[src/rtl/conv_ser_pkg.sv]
package conv_ser_pkg;

    // Read-side state of the held conversion word
    typedef enum logic [1:0] {
        ST_EMPTY = 2'd0,   // nothing unread, pin idles high
        ST_ARMED = 2'd1,   // word waiting, ready shown
        ST_SHIFT = 2'd2    // bits being presented
    } rd_state_e;

endpackage

[src/rtl/sclk_edge_sync.sv]
module sclk_edge_sync #(
    parameter int STAGES = 2
) (
    input  logic clk,
    input  logic rst_n,
    input  logic sclk_in,
    output logic rise_p,
    output logic fall_p
);

    logic [STAGES-1:0] sync_q;
    logic              prev_q;

    generate
        if (STAGES == 1) begin : g_single
            always_ff @(posedge clk or negedge rst_n) begin
                if (!rst_n) sync_q <= '0;
                else        sync_q <= sclk_in;
            end
        end else begin : g_chain
            always_ff @(posedge clk or negedge rst_n) begin
                if (!rst_n) sync_q <= '0;
                else        sync_q <= {sync_q[STAGES-2:0], sclk_in};
            end
        end
    endgenerate

    always_ff @(posedge clk or negedge rst_n) begin
        if (!rst_n) prev_q <= 1'b0;
        else        prev_q <= sync_q[STAGES-1];
    end

    assign rise_p =  sync_q[STAGES-1] & ~prev_q;
    assign fall_p = ~sync_q[STAGES-1] &  prev_q;

endmodule

[src/rtl/word_shifter.sv]
module word_shifter #(
    parameter int WORD_W = 24
) (
    input  logic              clk,
    input  logic              rst_n,
    input  logic              load,
    input  logic [WORD_W-1:0] load_word,
    input  logic              step,
    output logic              top_bit
);

    logic [WORD_W-1:0] hold_q;

    always_ff @(posedge clk or negedge rst_n) begin
        if (!rst_n)    hold_q <= '0;
        else if (load) hold_q <= load_word;
        else if (step) hold_q <= {hold_q[WORD_W-2:0], 1'b0};
    end

    assign top_bit = hold_q[WORD_W-1];

endmodule

[src/rtl/readout_fsm.sv]
module readout_fsm
    import conv_ser_pkg::*;
#(
    parameter int WORD_W = 24,
    localparam int CNT_W = $clog2(WORD_W + 1)
) (
    input  logic             clk,
    input  logic             rst_n,
    input  logic             new_res,
    input  logic             rise_p,
    input  logic             fall_p,
    input  logic             chip_en,
    input  logic             top_bit,
    output logic             load,
    output logic             step,
    output logic             pin,
    output rd_state_e        state,
    output logic [CNT_W-1:0] bits_out
);

    localparam logic [CNT_W-1:0] LAST = CNT_W'(WORD_W);

    rd_state_e        state_q, state_d;
    logic [CNT_W-1:0] cnt_q, cnt_d;

    // next-state and counter logic
    always_comb begin
        state_d = state_q;
        cnt_d   = cnt_q;
        step    = 1'b0;
        load    = new_res;
        if (new_res) begin
            state_d = ST_ARMED;
            cnt_d   = '0;
        end else if (chip_en) begin
            unique case (state_q)
                ST_EMPTY: ;
                ST_ARMED: begin
                    if (rise_p) begin
                        state_d = ST_SHIFT;
                        cnt_d   = CNT_W'(1);
                    end
                end
                ST_SHIFT: begin
                    if (rise_p && cnt_q < LAST) begin
                        step  = 1'b1;
                        cnt_d = cnt_q + CNT_W'(1);
                    end else if (fall_p && cnt_q == LAST) begin
                        state_d = ST_EMPTY;
                        cnt_d   = '0;
                    end
                end
                default: state_d = ST_EMPTY;
            endcase
        end
    end

    // state register
    always_ff @(posedge clk or negedge rst_n) begin
        if (!rst_n) begin
            state_q <= ST_EMPTY;
            cnt_q   <= '0;
        end else begin
            state_q <= state_d;
            cnt_q   <= cnt_d;
        end
    end

    // output process
    always_comb begin
        if (!chip_en) begin
            pin = 1'b1;
        end else begin
            unique case (state_q)
                ST_EMPTY: pin = 1'b1;
                ST_ARMED: pin = 1'b0;
                ST_SHIFT: pin = top_bit;
                default:  pin = 1'b1;
            endcase
        end
    end

    assign state    = state_q;
    assign bits_out = cnt_q;

endmodule

[src/rtl/conv_word_serializer.sv]
module conv_word_serializer
    import conv_ser_pkg::*;
#(
    parameter int WORD_W      = 24,
    parameter int SYNC_STAGES = 2,
    localparam int CNT_W      = $clog2(WORD_W + 1)
) (
    input  logic              clk,
    input  logic              rst_n,
    input  logic              res_valid,
    input  logic [WORD_W-1:0] res_word,
    input  logic              chip_en,
    input  logic              sclk_in,
    output logic              dout_rdy
);

    logic             rise_p, fall_p;
    logic             load, step, top_bit;
    rd_state_e        rd_state;
    logic [CNT_W-1:0] bits_out;

    sclk_edge_sync #(.STAGES(SYNC_STAGES)) u_sync (
        .clk     (clk),
        .rst_n   (rst_n),
        .sclk_in (sclk_in),
        .rise_p  (rise_p),
        .fall_p  (fall_p)
    );

    word_shifter #(.WORD_W(WORD_W)) u_shift (
        .clk       (clk),
        .rst_n     (rst_n),
        .load      (load),
        .load_word (res_word),
        .step      (step),
        .top_bit   (top_bit)
    );

    readout_fsm #(.WORD_W(WORD_W)) u_fsm (
        .clk      (clk),
        .rst_n    (rst_n),
        .new_res  (res_valid),
        .rise_p   (rise_p),
        .fall_p   (fall_p),
        .chip_en  (chip_en),
        .top_bit  (top_bit),
        .load     (load),
        .step     (step),
        .pin      (dout_rdy),
        .state    (rd_state),
        .bits_out (bits_out)
    );

endmodule

[config.mk]
export PLATFORM = sky130hd
export DESIGN_NAME = conv_word_serializer
export DESIGN_NICKNAME = d
export VERILOG_FILES = /design/src/rtl/conv_ser_pkg.sv /design/src/rtl/sclk_edge_sync.sv /design/src/rtl/word_shifter.sv /design/src/rtl/readout_fsm.sv /design/src/rtl/conv_word_serializer.sv
export SDC_FILE = /design/constraint.sdc
export NUM_CORES = 1
export LEC_CHECK = 0
export CAP_MARGIN = 25
export CORE_MARGIN = 2
export CORE_UTILIZATION = 60
export CTS_CLUSTER_DIAMETER = 50
export DETAILED_ROUTE_END_ITERATION = 10
export DONT_BUFFER_PORTS = 1
export PLACE_DENSITY = 0.76
export SLEW_MARGIN = 10
export SYNTH_ARGS = -nofsm -noshare
export SYNTH_HDL_FRONTEND = slang
export SYNTH_SLANG_ARGS = --single-unit
[constraint.sdc]
create_clock -name clk -period 1.8 [get_ports clk]
set_clock_uncertainty 0.1 [all_clocks]
set_input_delay 0.36 -clock clk [delete_from_list [all_inputs] [get_ports clk]]
set_output_delay 0.36 -clock clk [all_outputs]
set_load 0.005 [all_outputs]
# [Yosys cells after proc, flatten, opt, wreduce, memory -nomap -nowiden]
# Cells that the tools add are included.
[totals] inputBits=29 mem_count=0 out_inout_bits=1 latch_bits=0 romBits=0 word_cells=47 regBits=34 ramBits=0
[classes] n_eq_ne=8 n_mux=20 n_div=0 n_bitwise=4 reduce_logical=8 add_sub_neg=1 n_lt_le_gt_ge=1 n_shift=0 multipliers=0
[ops] cell="$mux W24" count=2
[ops] cell="$mux W5" count=5
[ops] cell="$mux W2" count=5
[ops] cell="$pmux W5 S2" count=1
[ops] cell="$ne A3 B2 Y1 const B" count=2
[ops] cell="$pmux W2 S3" count=1
[ops] cell="$add A5 B1 Y5 const B" count=1
[ops] cell="$eq A5 B5 Y1 const B" count=1
[ops] cell="$lt A5 B5 Y1 const B" count=1
[ops] cell="$mux W1" count=5
[ops] cell="$reduce_and A5 Y1" count=1
[ops] cell="$ne A4 B2 Y1 const B" count=1
[ops] cell="$reduce_and A4 Y1" count=1
[ops] cell="$reduce_bool A2 Y1" count=2
[ops] cell="$ne A3 B3 Y1 const B" count=1
[ops] cell="$reduce_bool A3 Y1" count=1
[ops] cell="$and A1 B1 Y1" count=2
[ops] cell="$eq A2 B1 Y1 const B" count=1
[ops] cell="$eq A2 B2 Y1 const B" count=1
[ops] cell="$logic_and A1 B1 Y1" count=2
[ops] cell="$logic_not A2 Y1" count=1
[ops] cell="$ne A2 B2 Y1 const B" count=1
[ops] cell="$not A1 Y1" count=2
[ops] cell="$pmux W1 S2" count=1

# [Longest topological paths before layout]
[depth] depth_word=9 mapped_depth=7 depth_no_buf=6

# [Modules after synthesis]
# From an unflattened synthesis, not the netlist that was laid out.
[unflattened] cells_unflattened=169 hier_area_um2=1737.9
[by_module_without_submodules] module="word_shifter" cells_each=104 instances=1 seq_area_each_um2=600.6 area_each_um2=1124.8
[by_module_without_submodules] module="readout_fsm" cells_each=60 instances=1 seq_area_each_um2=175.2 area_each_um2=523.0
[by_module_without_submodules] module="sclk_edge_sync" cells_each=5 instances=1 seq_area_each_um2=75.1 area_each_um2=90.1

# [Worst setup path before layout]
# Ideal clock, no wire load.
[synth_timing] path_kind="reg-to-reg" from="register u_fsm.cnt_q[0] (netlist: u_fsm.bits_out[0])" to="register u_fsm.cnt_q[0] (netlist: u_fsm.bits_out[0])" setup_ns=0.139 stages_incl_launch_ff=7 required_ns=1.561 arrival_time_ns=1.402 setup_slack_ns=0.159 n_path_buf=0 period_less_slack_ns=1.641 path_cell_list="dfrtp_1 -> inv_1 -> ha_1 -> and4bb_2 -> and4_2 -> o311ai_0 -> o31ai_1"
[synth_between] elab_chain_len=6 word_cells_on_any_way=11 cone_classes="add/sub: 1; order compare: 1; eq/ne: 2; mux: 4; reduce/logical: 3"
[synth_rtl] item="start: declaration" line_no="readout_fsm.sv:24" rtl="logic [CNT_W-1:0] cnt_q, cnt_d;"
[synth_rtl] item="start signal: assignment" line_no="readout_fsm.sv:65" rtl="cnt_q <= cnt_d;"
[synth_rtl] item="$lt A5 B5 Y1" line_no="readout_fsm.sv:45" rtl="if (rise_p && cnt_q < LAST) begin"
[synth_rtl] item="$logic_and A1 B1 Y1" line_no="readout_fsm.sv:45"
[synth_rtl] item="$mux W5" line_no="readout_fsm.sv:45"
[synth_rtl] item="$pmux W5 S2" line_no="readout_fsm.sv:36" rtl="unique case (state_q)"
[synth_rtl] item="$mux W5" line_no="readout_fsm.sv:35" rtl="end else if (chip_en) begin"
[synth_rtl] item="$mux W5" line_no="readout_fsm.sv:32" rtl="if (new_res) begin"
# Parallel ways exist; a longest one is shown, timed or not. The select of a mux whose other input is x is not followed.
# A chain may end at the register's enable or synchronous reset.

# [Worst setup path in the final report]
[layout_timing] from="register u_fsm.cnt_q[1] (netlist: u_fsm.bits_out[1])" to="register u_fsm.cnt_q[4] (netlist: u_fsm.bits_out[4])"
# Same word-level chain as after synthesis.

==> key figures <==
Run status
  – Outcome: complete, no violations

Clock network
  – Clock root buffer: clkbuf_4
  – Clock Latency Late Sink: 0.34 ns
  – CTS max path bufs: 2
  – CTS buffer count: 5
  – Sink Count: 34
  – H-Tree Depth: 2
  – Clk pin slew, worst setup/hold paths: 0.11 ns
  – TritonCTS clock tree: yes

STA
  – RSZ-0062 raised after global routing: false
  – Pins Over Slew Limit: 0
  – Setup ws final: 0.0850 ns
  – Final Cycle Share: 95.3%
  – Post-Route Setup TNS: 0 ns
  – Relative slew slack: 61.0%
  – Min Tclk post-route: 1.71 ns
  – Achievable frequency: 583 MHz
  – Final hold viol count: 0
  – Measured slew at the worst slew-check pin: 0.581 ns
  – Count of final setup violators: 0

Finish
  – Fillers: 213
  – Antenna cell count: 0
  – Commonest non-fill, non-tap cell in the layout: dfrtp_1
  – Area Growth Syn to Fin: 6.90%
  – Share of cells above drive strength 1: 9.83%
  – NumNets Final: 203
  – Most frequent cells in the layout: dfrtp_1, nand2_1, mux2i_1
  – Post-route cell area: 1840 sq um

Worst setup path
  – Crit Path Class: register to register
  – Worst R2R Setup Slack: 0.09 ns
  – Startpoint Class: register
  – Critical Path, Cell by Cell: inv_1, ha_1, and4bb_2, mux2i_1, o21ai_0, a211oi_1
  – Reg2Reg Capture Point: u_fsm.bits_out[4]
  – Largest fanout on the critical path: 3
  – FF-to-FF path depth: 6
  – Worst r2r src: u_fsm.bits_out[1]
  – Crit path to: u_fsm.bits_out[4]
  – Crit-path slowest cell: dfrtp_1
  – CP endpoint kind: register
  – Arr. time, crit path: 1.82 ns
  – Crit path from: u_fsm.bits_out[1]
  – Critical Path RT: 1.91 ns
  – CP max stage delay: 0.41 ns

Routing
  – WL final: 3370 um
  – Drt pass-1 iters: 5
  – Vias post-DR: 1243
  – Routed vias/inst: 6.09
  – DRT iter0 DRCs: 36
  – WL per Instance: 16.5 um
  – Drc violations: 0
  – Routed Antenna Nets: 0

Floorplanning
  – Die ar.: 3320 sq um
  – Initial Util: 63.0%
  – Boundary pin count: 30
  – Die X: 57.6 um
  – Core Region: 2730 sq um
  – FP Rows: 19
  – Die Height: 57.6 um

Synthesis
  – Synthesized Nets: 196
  – Yosys reg bits: 34
  – Yosys warnings: 0
  – Post-Synthesis Cell Area: 1720 sq um
  – Syn avg cell area: 10.4 sq um
  – Post-Synthesis Cells: 165
  – Post-synthesis cell type count: 29
  – Sequential share of the synthesized area: 49.4%

Power
  – Power per standard cell area: 779 nW/um^2
  – Leakage: 0.740 nW
  – Max VDD drop: 0.720 mV
  – Power consumption: 0.00143 W

GRT
  – Pin count of the biggest net entering global routing: 45
  – Remaining global-route overflow: 0
  – First-pass GRT wire length: 5540 um
  – Total GRT Usage: 22.4%
  – Initial antenna violation count: 0
  – Vias in the first global route: 1246

Placed design
  – PortBufs: 0
  – HPWL after DPL: 2100 um
  – Placed Area: 1690 sq um
  – Worst Setup Slack post-DPL: 0.0154 ns
  – GPL Wtd Cong: 0.912

Hold path
  – Worst hold-check path type: input pin to register

Job
  – Max cap viols: 0
==> where the power goes <==
group	leakage, nW	switching, W	internal, W
Clock	0.0353	0.000256	0.000189
Sequential	0.420	0.0000324	0.000818
Combinational	0.284	0.0000740	0.0000637
Total	0.740	0.000363	0.00107
==> how the worst min path moves through the flow <==
stage / endpoint / depth (start not counted) / from
after global routing: u_shift.hold_q[13] / 1 / res_valid
after floorplan: u_fsm.bits_out[0] / 0 / rst_n
after detailed placement: u_shift.hold_q[5] / 0 / rst_n
after CTS: u_shift.hold_q[20] / 1 / res_valid
after global placement: u_shift.hold_q[6] / 0 / rst_n
final: u_shift.hold_q[4] / 1 / res_valid
==> synth_stat cells (all sizes together) <==
| cell | n | share of area (%) |
|---|---|---|
| a211oi | 1 | 0.44 |
| a21oi | 4 | 1.2 |
| a31oi | 3 | 1.1 |
| and2 | 1 | 0.51 |
| and4 | 1 | 0.58 |
| and4bb | 1 | 0.73 |
| buf | 5 | 4.3 |
| clkbuf | 4 | 0.87 |
| dfrtp | 34 | 49 |
| dlygate4sd1 | 1 | 0.51 |
| ha | 2 | 1.5 |
| inv | 5 | 1.1 |
| mux2i | 24 | 14 |
| nand2 | 28 | 6.1 |
| nand2b | 3 | 1.1 |
| nand3 | 2 | 0.58 |
| nand3b | 3 | 1.5 |
| nor2b | 3 | 1.1 |
| nor3 | 3 | 1.5 |
| nor4 | 1 | 0.36 |
| o211ai | 2 | 0.87 |
| o21ai | 28 | 8.1 |
| o311ai | 2 | 1.0 |
| o31ai | 3 | 1.3 |
| or3 | 1 | 0.36 |
==> through the flow <==
| stage | hold WS [ns] | util [%] | instances |
|---|---|---|---|
| after CTS | 0.000604 | 66.5 | 202 |
| after detailed placement | -0.0345 | 61.9 | 188 |
| final | 0.00204 | 67.4 | 204 |
| after floorplan | -0.0356 | - | 165 |
| after global routing | 0.000836 | 67.4 | 204 |
| after global placement | -0.0347 | 61.9 | 188 |
==> worst max-delay path: cells and delay by family (launching register included) <==
family	cells	cell delay, ns
muxes	1	0.10
and+or+nand+nor	1	0.25
AOI/OAI and AO/OA	2	0.48
adders and majority gates	1	0.14
buffers and inverters	1	0.09
DFF	1	0.41
==> registers in the layout, indices dropped and copies added (netlist names) <==
signal	cells
u_shift.hold_q	24
u_fsm.bits_out	5
u_fsm.state	2
u_sync.sync_q	2
u_sync.prev_q	1
==> logic make-up (layout without fill, tap and decap cells) <==
kind of cell	count (synthesis)	after routing	share of synthesized area, %
muxes	24	24	13.9
and+or+nand+nor	47	47	14.5
DFF	34	34	49.4
AOI/OAI and AO/OA	43	43	14.0
buffers and inverters	15	23	6.75
adders and majority gates	2	2	1.45
==> timing repair <==
action,in CTS,in global routing
setup buffers,1,0
resized for setup,0,3
endpoints found under the hold margin,47,6
setup endpoints to repair,1,5
hold buffers,5,2
pin swaps,0,0
==> layout make-up <==
class	instances	area, sq um	share of cell area [%]
flip-flops and latches	34	851	46.2
multi-input cells	116	758	41.2
repair buffers	10	115	6.25
clock buffers	7	55.1	2.99
well taps	31	38.8	2.11
inverters	5	18.8	1.02
clock inverters	1	5.00	0.272
==> layer usage <==
| metal | share of wire [%] | global-route usage (%) |
|---|---|---|
| met5 | 0 | 0 |
| met4 | 1.6 | 10.3 |
| met3 | 6.3 | 7.71 |
| met2 | 48 | 35.4 |
| met1 | 44 | 27.6 |
(Power assumes the default switching activity.)
